**config.mk**
```make
export PLATFORM = sky130hd
export DESIGN_NAME = int_alu_cc
export DESIGN_NICKNAME = d
export VERILOG_FILES = /design/src/rtl/int_alu_pkg.sv /design/src/rtl/int_alu_operand.sv /design/src/rtl/int_alu_adder.sv /design/src/rtl/int_alu_branch.sv /design/src/rtl/int_alu_cc.sv
export SDC_FILE = /design/constraint.sdc
export NUM_CORES = 1
export LEC_CHECK = 0
export ABC_AREA = 1
export BUFFER_PORTS_ARGS = -buffer_cell sky130_fd_sc_hd__clkbuf_2
export CAP_MARGIN = 20
export CORE_ASPECT_RATIO = 1.2
export CORE_MARGIN = 5
export CORE_UTILIZATION = 30
export CTS_CLUSTER_DIAMETER = 200
export DETAILED_ROUTE_END_ITERATION = 8
export PLACE_DENSITY_LB_ADDON = 0.08
export SYNTH_ARGS = -nofsm -noshare
export SYNTH_HDL_FRONTEND = slang
export SYNTH_SLANG_ARGS = --single-unit
```
**constraint.sdc**
```tcl
create_clock -name clk -period 4.9 [get_ports clk]
set_clock_uncertainty 0.1 [all_clocks]
set_input_delay 1.225 -clock clk [delete_from_list [all_inputs] [get_ports clk]]
set_output_delay 1.225 -clock clk [all_outputs]
set_load 0.02 [all_outputs]
```
**src/rtl/int_alu_pkg.sv**
```systemverilog
package int_alu_pkg;

    typedef enum logic [2:0] {
        OP_ADDS    = 3'd0,
        OP_ADDU    = 3'd1,
        OP_SUBS    = 3'd2,
        OP_SUBU    = 3'd3,
        OP_AND     = 3'd4,
        OP_ANDNOT  = 3'd5,
        OP_ANDH    = 3'd6,
        OP_ANDNOTH = 3'd7
    } alu_op_e;

    // bit 2 selects the bitwise class, bit 1 subtract, bit 0 unsigned
    function automatic logic op_is_logic(input alu_op_e o);
        return o[2];
    endfunction

    function automatic logic op_is_high(input alu_op_e o);
        return o[2] & o[1];
    endfunction

endpackage

```
**src/rtl/int_alu_operand.sv**
```systemverilog
module int_alu_operand
    import int_alu_pkg::*;
#(
    parameter int DATA_W = 32,
    parameter int IMM_W  = 16
) (
    input  alu_op_e           op,
    input  logic              use_imm,
    input  logic [DATA_W-1:0] reg_a,
    input  logic [IMM_W-1:0]  imm,
    output logic [DATA_W-1:0] s1
);
    localparam int EXT_W = DATA_W - IMM_W;

    logic [DATA_W-1:0] imm_sext;
    logic [DATA_W-1:0] imm_zext;
    logic [DATA_W-1:0] imm_high;

    always_comb begin
        imm_sext = {{EXT_W{imm[IMM_W-1]}}, imm};
        imm_zext = {{EXT_W{1'b0}}, imm};
        imm_high = imm_zext << IMM_W;
        if (op_is_high(op)) begin
            s1 = imm_high;
        end else if (use_imm) begin
            s1 = op_is_logic(op) ? imm_zext : imm_sext;
        end else begin
            s1 = reg_a;
        end
    end

endmodule

```
**src/rtl/int_alu_adder.sv**
```systemverilog
module int_alu_adder #(
    parameter int DATA_W = 32
) (
    input  logic [DATA_W-1:0] a,
    input  logic [DATA_W-1:0] b,
    input  logic              cin,
    output logic [DATA_W-1:0] sum,
    output logic              c_msb,
    output logic              c_below
);
    localparam int LOW_W = DATA_W - 1;

    logic [LOW_W:0] low_sum;
    logic [1:0]     top_sum;

    always_comb begin
        low_sum = {1'b0, a[LOW_W-1:0]} + {1'b0, b[LOW_W-1:0]} + {{LOW_W{1'b0}}, cin};
        c_below = low_sum[LOW_W];
        top_sum = {1'b0, a[DATA_W-1]} + {1'b0, b[DATA_W-1]} + {1'b0, c_below};
        c_msb   = top_sum[1];
        sum     = {top_sum[0], low_sum[LOW_W-1:0]};
    end

endmodule

```
**src/rtl/int_alu_branch.sv**
```systemverilog
module int_alu_branch #(
    parameter int DATA_W = 32,
    parameter int OFF_W  = 26
) (
    input  logic [OFF_W-1:0]  offset,
    input  logic [DATA_W-1:0] pc,
    output logic [DATA_W-1:0] target
);
    localparam int SEXT_W = DATA_W - OFF_W - 2;
    localparam logic [DATA_W-1:0] STEP = DATA_W'(4);

    logic [DATA_W-1:0] disp;

    always_comb begin
        disp   = {{SEXT_W{offset[OFF_W-1]}}, offset, 2'b00};
        target = pc + STEP + disp;
    end

endmodule

```
**src/rtl/int_alu_cc.sv**
```systemverilog
module int_alu_cc
    import int_alu_pkg::*;
#(
    parameter int DATA_W = 32,
    parameter int IMM_W  = 16,
    parameter int OFF_W  = 26
) (
    input  logic              clk,
    input  logic              rst_n,
    input  logic              issue,
    input  logic [2:0]        op,
    input  logic              use_imm,
    input  logic [DATA_W-1:0] reg_a,
    input  logic [DATA_W-1:0] reg_b,
    input  logic [IMM_W-1:0]  imm,
    input  logic              br_en,
    input  logic [OFF_W-1:0]  br_offset,
    input  logic [DATA_W-1:0] pc,
    output logic [DATA_W-1:0] result,
    output logic              ovf,
    output logic              cc,
    output logic [DATA_W-1:0] br_target
);
    typedef struct packed {
        logic [DATA_W-1:0] res;
        logic              of;
        logic              cc;
        logic [DATA_W-1:0] tgt;
    } alu_state_t;

    alu_op_e    op_e;
    alu_state_t st_d, st_q;

    logic [DATA_W-1:0] s1, s2;
    logic [DATA_W-1:0] add_b, add_sum;
    logic              c_msb, c_below;
    logic [DATA_W-1:0] neg_s1, cmp_b;
    logic [DATA_W-1:0] log_y;
    logic [DATA_W-1:0] tgt_c;
    logic              is_sub, is_uns, is_log;
    logic              arith_of, arith_cc;

    assign op_e   = alu_op_e'(op);
    assign s2     = reg_b;
    assign is_sub = op[1];
    assign is_uns = op[0];
    assign is_log = op_is_logic(op_e);

    int_alu_operand #(.DATA_W(DATA_W), .IMM_W(IMM_W)) u_opnd (
        .op      (op_e),
        .use_imm (use_imm),
        .reg_a   (reg_a),
        .imm     (imm),
        .s1      (s1)
    );

    assign add_b = is_sub ? ~s2 : s2;

    int_alu_adder #(.DATA_W(DATA_W)) u_add (
        .a       (s1),
        .b       (add_b),
        .cin     (is_sub),
        .sum     (add_sum),
        .c_msb   (c_msb),
        .c_below (c_below)
    );

    int_alu_branch #(.DATA_W(DATA_W), .OFF_W(OFF_W)) u_br (
        .offset (br_offset),
        .pc     (pc),
        .target (tgt_c)
    );

    always_comb begin
        // flag computation and bitwise path
        neg_s1   = '0 - s1;
        cmp_b    = is_sub ? ('0 - s2) : s2;
        arith_of = is_uns ? c_msb : (c_msb ^ c_below);
        arith_cc = is_uns ? c_msb : ($signed(cmp_b) < $signed(neg_s1));
        log_y    = (op[0] ? ~s1 : s1) & s2;

        st_d = st_q;
        if (issue) begin
            st_d.res = is_log ? log_y : add_sum;
            st_d.cc  = is_log ? (log_y == '0) : arith_cc;
            if (!is_log) begin
                st_d.of = arith_of;
            end
        end
        if (br_en) begin
            st_d.tgt = tgt_c;
        end
    end

    always_ff @(posedge clk) begin
        if (!rst_n) begin
            st_q <= '0;
        end else begin
            st_q <= st_d;
        end
    end

    assign result    = st_q.res;
    assign ovf       = st_q.of;
    assign cc        = st_q.cc;
    assign br_target = st_q.tgt;

    AST_LOGIC_ZERO_CC: assert property (@(posedge clk) disable iff (!rst_n)
        (issue && op[2]) |=> (cc == (result == '0)));

    AST_UNSIGNED_FLAGS: assert property (@(posedge clk) disable iff (!rst_n)
        (issue && !op[2] && op[0]) |=> (cc == ovf));

    AST_LOGIC_KEEPS_OVF: assert property (@(posedge clk) disable iff (!rst_n)
        (issue && op[2]) |=> $stable(ovf));

    AST_IDLE_HOLD: assert property (@(posedge clk) disable iff (!rst_n)
        !issue |=> ($stable(result) && $stable(cc) && $stable(ovf)));

    AST_TARGET_HOLD: assert property (@(posedge clk) disable iff (!rst_n)
        !br_en |=> $stable(br_target));

endmodule

```
### After elaboration in Yosys (flattened, before gate mapping)

Cells that the tools add are included.

| word-level totals | value |
|---|---|
| bits of input ports | 146 |
| register bits after elaboration | 66 |
| output and inout port bits | 66 |
| word-level logic and storage cells | 31 |

| cells by class | value |
|---|---|
| bitwise logic cells | 6 |
| reduce and logical (&&, ||, !) cells | 2 |
| $add $sub $neg | 8 |
| muxes and demuxes | 10 |
| order comparisons | 1 |

Operators with widths:

| operator | number |
|---|---|
| $mux W32 | 7 |
| $not A32 Y32 | 2 |
| $sub A1 B32 Y32 const A | 2 |
| $add A31 B31 Y32 | 1 |
| $add A32 B1 Y32 | 1 |
| $add A32 B3 Y32 const B | 1 |
| $add A32 B32 Y32 | 1 |
| $and A32 B32 Y32 | 1 |
| $logic_not A32 Y1 | 1 |
| $lt A32 B32 Y1 | 1 |
| $mux W1 | 3 |
| $add A1 B1 Y2 | 1 |
| $add A2 B1 Y2 | 1 |
| $reduce_and A2 Y1 | 1 |
| $and A1 B1 Y1 | 1 |
| $not A1 Y1 | 1 |
| $xor A1 B1 Y1 | 1 |

### Longest topological paths before layout

| depth | value |
|---|---|
| depth in word-level cells | 8 |
| gate-level depth with buffers | 26 |
| mapped depth without buffers | 25 |

### Cells and area by module

Synthesis repeated with hierarchy kept, for this count alone.

| unflattened totals | value |
|---|---|
| cells, all modules | 1,930 |
| area, all modules | 11,155.7 um2 |

Modules (own cells, without submodules):

| module | sequential area each (um2) | area an instance (um2) | times used | cells each |
|---|---|---|---|---|
| int_alu_cc | 1,321.3 | 5,556.6 | 1 | 846 |
| int_alu_branch | 0.0 | 2,563.7 | 1 | 477 |
| int_alu_adder | 0.0 | 2,428.6 | 1 | 494 |
| int_alu_operand | 0.0 | 606.8 | 1 | 113 |

### Worst setup path before layout

Ideal clock, no wire load.

| timing | value |
|---|---|
| path kind | in2reg |
| start | in op[1] |
| end | reg st_q, in the netlist result[31] |
| arrival | 4.190 ns |
| path slack | 0.483 ns |
| stages on the path | 18 |
| buffers on the path | 3 |
| library setup time | 0.128 ns |
| data required time | 4.672 ns |
| cell sequence | buf_4 clkbuf_1 clkbuf_1 xor2_1 ha_1 nand2_1 nor4_1 nand2_1 nand2_1 nand2_1 nand2_1 nand3_1 nand2_1 inv_1 fa_1 nor2_1 a221oi_1 nor2_1 |

| on the way | value |
|---|---|
| cells in the longest elaborated chain, start to end | 6 |
| elaborated cells between the ends (all ways) | 11 |
| those cells by class | add/sub (4); mux (4); bitwise (3) |

Ends and longest elaborated chain:

| element | RTL line | text |
|---|---|---|
| start: declaration | int_alu_cc.sv:11 | `input logic [2:0] op,` |
| $and A1 B1 Y1 | int_alu_pkg.sv:20 | `return o[2] & o[1];` |
| $mux W32 | int_alu_operand.sv:23 | `if (op_is_high(op)) begin` |
| $add A31 B31 Y32 or $not A32 Y32 (tied branches) | int_alu_adder.sv:17, int_alu_cc.sv:80 |  |
| $add A32 B1 Y32 or $mux W32 (tied branches) | int_alu_adder.sv:17, int_alu_cc.sv:80 |  |
| $add A2 B1 Y2 or $and A32 B32 Y32 (tied branches) | int_alu_adder.sv:19, int_alu_cc.sv:80 |  |
| $mux W32 * | int_alu_cc.sv:84 | `st_d.res = is_log ? log_y : add_sum;` |
| end signal: assignment | int_alu_cc.sv:99 | `st_q <= st_d;` |
| end: declaration | int_alu_cc.sv:32 | `alu_state_t st_d, st_q;` |

Mark *: on every way between the ends. The rest lies on a longest branch, timed or not.
A chain may end at the register's enable or synchronous reset.

### Worst setup path in the final report

| timing | value |
|---|---|
| start | in use_imm |
| end | reg st_q, in the netlist cc |

| on the way | value |
|---|---|
| cells in the longest elaborated chain, start to end | 7 |
| elaborated cells between the ends (all ways) | 14 |
| those cells by class | add/sub (5); order compare (1); mux (5); bitwise (2); reduce/logical (1) |

Ends and longest elaborated chain:

| element | RTL line | text |
|---|---|---|
| start: declaration | int_alu_cc.sv:12 | `input logic use_imm,` |
| $mux W32 * | int_alu_operand.sv:25 | `end else if (use_imm) begin` |
| $mux W32 * | int_alu_operand.sv:23 |  |
| $add A31 B31 Y32 or $not A32 Y32 (tied branches) | int_alu_adder.sv:17, int_alu_cc.sv:80 |  |
| $add A32 B1 Y32 or $mux W32 (tied branches) | int_alu_adder.sv:17, int_alu_cc.sv:80 |  |
| $add A2 B1 Y2 or $and A32 B32 Y32 (tied branches) | int_alu_adder.sv:19, int_alu_cc.sv:80 |  |
| $mux W1 or $logic_not A32 Y1 (tied branches) | int_alu_cc.sv:79, int_alu_cc.sv:85 |  |
| $mux W1 * | int_alu_cc.sv:85 | `st_d.cc = is_log ? (log_y == '0) : arith_cc;` |

Marks and branches as above.

==> out/qor.csv <==
metric,value,unit
Hold WS,0.363,ns
GRT Resource Usage Total,21.6,%
Avg Vias per Cell,5.01,
hold_buf cts,0,
GRT met1 Usage,26.6,%
DR WL/cell,17.9,microns
CP endpoint,cc$_SDFFE_PN0P_,
ANT cells,0,
initial antenna violation count,0,
slew of the pin with the lowest slew margin,0.974,ns
min Tclk post-route,4.45,ns
synthesized area per cell,6.11,sq um
largest net degree at the start of global routing,51,
DRT Pass-1 Iters,6,
post-synthesis instance area,9920,sq um
CP Depth,22,
Gate power share,56.0,%
Initial Util,30.2,%
Max Cap Viol,0,
synthesis-to-layout area growth,21.0,%
Placed Cells,2253,
Worst-Skew Late Latency,0.34,ns
via count,11400,
Multi-input gate area,7700,sq um
sequential cell area fraction in the yosys report,13.3,%
H-Tree Depth,3,
"Req. time, crit path",5.03,ns
maximum vdd drop,140,uV
setup_tns,0,ns
CP Capture Type,flop,
switching share of power,46.9,%
CP max stage delay,0.41,ns
core region area,32900,sq um
Site Rows,73,
CP Class,in -> reg,
Synth Register Bits,66,
# clock sinks,66,
Worst Path Max Fanout,17,
Post CTS Setup Buffer Count,0,
reg2reg path depth,2,
R2R Path Start,cc$_SDFFE_PN0P_,
die area,36800,sq um
Critical Path AT,4.57,ns
final hold viol count,0,
first-pass GRT wire length,63400,microns
met2 Use GR,39.0,%
FF/Latch Area,1320,sq um
PortBufs,211,
# nets final,2121,
ys async rst share,0,%
die width,176,microns
Longest Clk Path Bufs,2,
Post-Layout Cell Count,2269,
"Buf+Inv Stages, Crit Path",3,
Post-synth EDFFs,0,
io pins,212,
RSZ-0062 raised after global routing,false,
CP startpoint kind,primary input,
Most common cell on crit path,nand2_1,
Place WS,0.159,ns
Clk pwr share,21.9,%
Overflow after GRT,0,
Reg power frac,22.1,%
CTS tree,done,
DIE HEIGHT,209,microns
"Most Used Layer, Global Route",met2,
"Period Utilization, post-route",90.8,%
clock root buffer,clkbuf_16,
Psw,1330,uW
FF-to-FF setup slack,3.96,ns
Top delay family on crit path,simple AND/OR/NAND/NOR gates,
Netlist cell types,54,
syn nets,1893,
cts repair resizes,0,
vias in the first global route,11600,
Synth Flop Type,dfxtp_1,
total power,2830,uW
Filler cells,3737,
met3 usage,2.42,%
Power Density,236,nW/um^2
Slowest cell on crit path,ha_1,
fraction of layout cells with a size suffix above 1,17.9,%
gpl congestion,0.965,
crit path launch,use_imm,
initial drt markers,549,
crit path cell chain,clkbuf_2 > buf_12 > nand3_2 > nand2_1 > a21oi_2 > inv_1 > nor2_1 > nand2_1 > nor2_1 > nand3_2 > nor2_1 > nand2_1 > xor2_1 > ha_1 > nand4_1 > nor3_1 > and3_1 > nand2_1 > nand3_1 > nand3_1 > nand2_1 > a21oi_1,
Antenna Nets Post-Route,0,
number of buffers created by CTS,9,
WL final,40600,microns
outcome,finished clean,
Slew headroom,34.4,%
Mapped Cells,1624,
CTS clock-pin slew for the worst setup and hold paths,0.06,ns
Final setup violation count,0,
Hold Crit Class,reg -> reg,
FF-to-FF End,cc$_SDFFE_PN0P_,
YS warnings,0,
final worst slack,0.453,ns
Fmax,225,MHz
Post-DP HPWL,34400,microns
fin. max-slew vios,0,
# DRC,0,
internal cell power,1500,uW
Pleak,0.00626,uW
==> Yosys cell counts, types with 4 or more instances <==
cell	n	share of area, %
nand2_2	7	0.44
a22oi_1	4	0.30
buf_4	4	0.30
buf_2	4	0.20
o21bai_1	10	0.76
xor2_1	88	7.8
ha_1	120	15
a211oi_1	4	0.30
nand2_1	334	13
o211ai_1	12	0.91
a21boi_0	4	0.30
nor4_1	7	0.44
a31oi_1	18	1.1
or2_2	15	0.95
o21ai_1	4	0.20
nor2_1	227	8.6
a21oi_1	161	8.1
xnor2_1	18	1.6
a21o_1	11	0.83
dfxtp_1	66	13
o21ai_0	111	5.6
clkbuf_1	38	1.4
buf_6	4	0.45
nand4_1	20	1.3
o31ai_1	4	0.30
nor3_1	27	1.4
inv_1	167	6.3
o21a_1	8	0.61
nand3_1	82	4.1
==> power by group through the flow <==
stage	registers, uW	logic, uW	clock network [uW]
after floorplan	700	969	0
after global routing	635	1780	668
after detailed placement	641	1580	0
after global placement	641	1590	0
after CTS	629	1590	647
final	627	1590	621
==> routing by layer <==
metal / vias to the layer above / share of wire [%]
met5: - / 0
met4: 0 / 2.7
met3: 47 / 5.3
met2: 355 / 49
met1: 5103 / 43
li1: 5864 / -
==> worst min-delay path, cell delays in order, from the launching register on <==
cell and delay, ns:
dfxtp_1 0.30, nand2_1 0.06, a21oi_1 0.05
==> layout by cell type (no fill, tap or decap), types with 9 or more instances in the layout <==
master,count
nand2_1,334
nor2_1,227
clkbuf_2,211
inv_1,167
a21oi_1,161
ha_1,120
o21ai_0,111
xor2_1,88
nand3_1,82
dfxtp_1,66
buf_4,56
nor3_1,27
nand4_1,20
a31oi_1,18
xnor2_1,18
or2_2,15
o211ai_1,12
a21o_1,11
o21bai_1,10
clkbuf_16,9
==> logic make-up (layout without fill, tap and decap cells) <==
| logic type | Yosys count | after routing | synth area share, % |
|---|---|---|---|
| adders and majority gates | 123 | 123 | 15.7 |
| DFF | 66 | 66 | 13.3 |
| AOI/OAI and AO/OA | 364 | 364 | 20.5 |
| and+or+nand+nor | 739 | 739 | 31.9 |
| buffers and inverters | 225 | 458 | 9.02 |
| muxes | 1 | 1 | 0.101 |
| xor gates and xnor gates | 106 | 106 | 9.36 |
==> layout make-up <==
cell class	instances	area share, %
Timing Repair Buffer	270	12.8
Inverter	172	5.38
Clock buffer	9	1.88
Tap cell	412	4.29
Multi-Input combinational cell	1333	64.2
Sequential cell	66	11.0
Clock inverter	7	0.448
==> through the flow <==
step | cell area [sq um] | util [%]
after floorplan | 9920 | -
after global placement | 11700 | 35.7
after detailed placement | 11700 | 35.7
after CTS | 12000 | 36.5
after global routing | 12000 | 36.5
final | 12000 | 36.5
==> how the worst min path moves through the flow <==
stage                            start                 endpoint  slack [ns]  cells after the start
6_report       result[26]$_SDFFE_PN0P_  result[26]$_SDFFE_PN0P_        0.36                      2
5_1_grt        result[26]$_SDFFE_PN0P_  result[26]$_SDFFE_PN0P_        0.39                      2
4_1_cts        result[26]$_SDFFE_PN0P_  result[26]$_SDFFE_PN0P_        0.37                      2
3_5_place_dp   result[26]$_SDFFE_PN0P_  result[26]$_SDFFE_PN0P_        0.36                      2
3_3_place_gp   result[19]$_SDFFE_PN0P_  result[19]$_SDFFE_PN0P_        0.35                      2
2_1_floorplan  result[13]$_SDFFE_PN0P_  result[13]$_SDFFE_PN0P_        0.45                      2
==> flip-flops by register name, indices dropped and copies added (netlist names) <==
signal	cells
br_target	32
result	32
cc	1
ovf	1
Power figures use the tool's default switching activity.
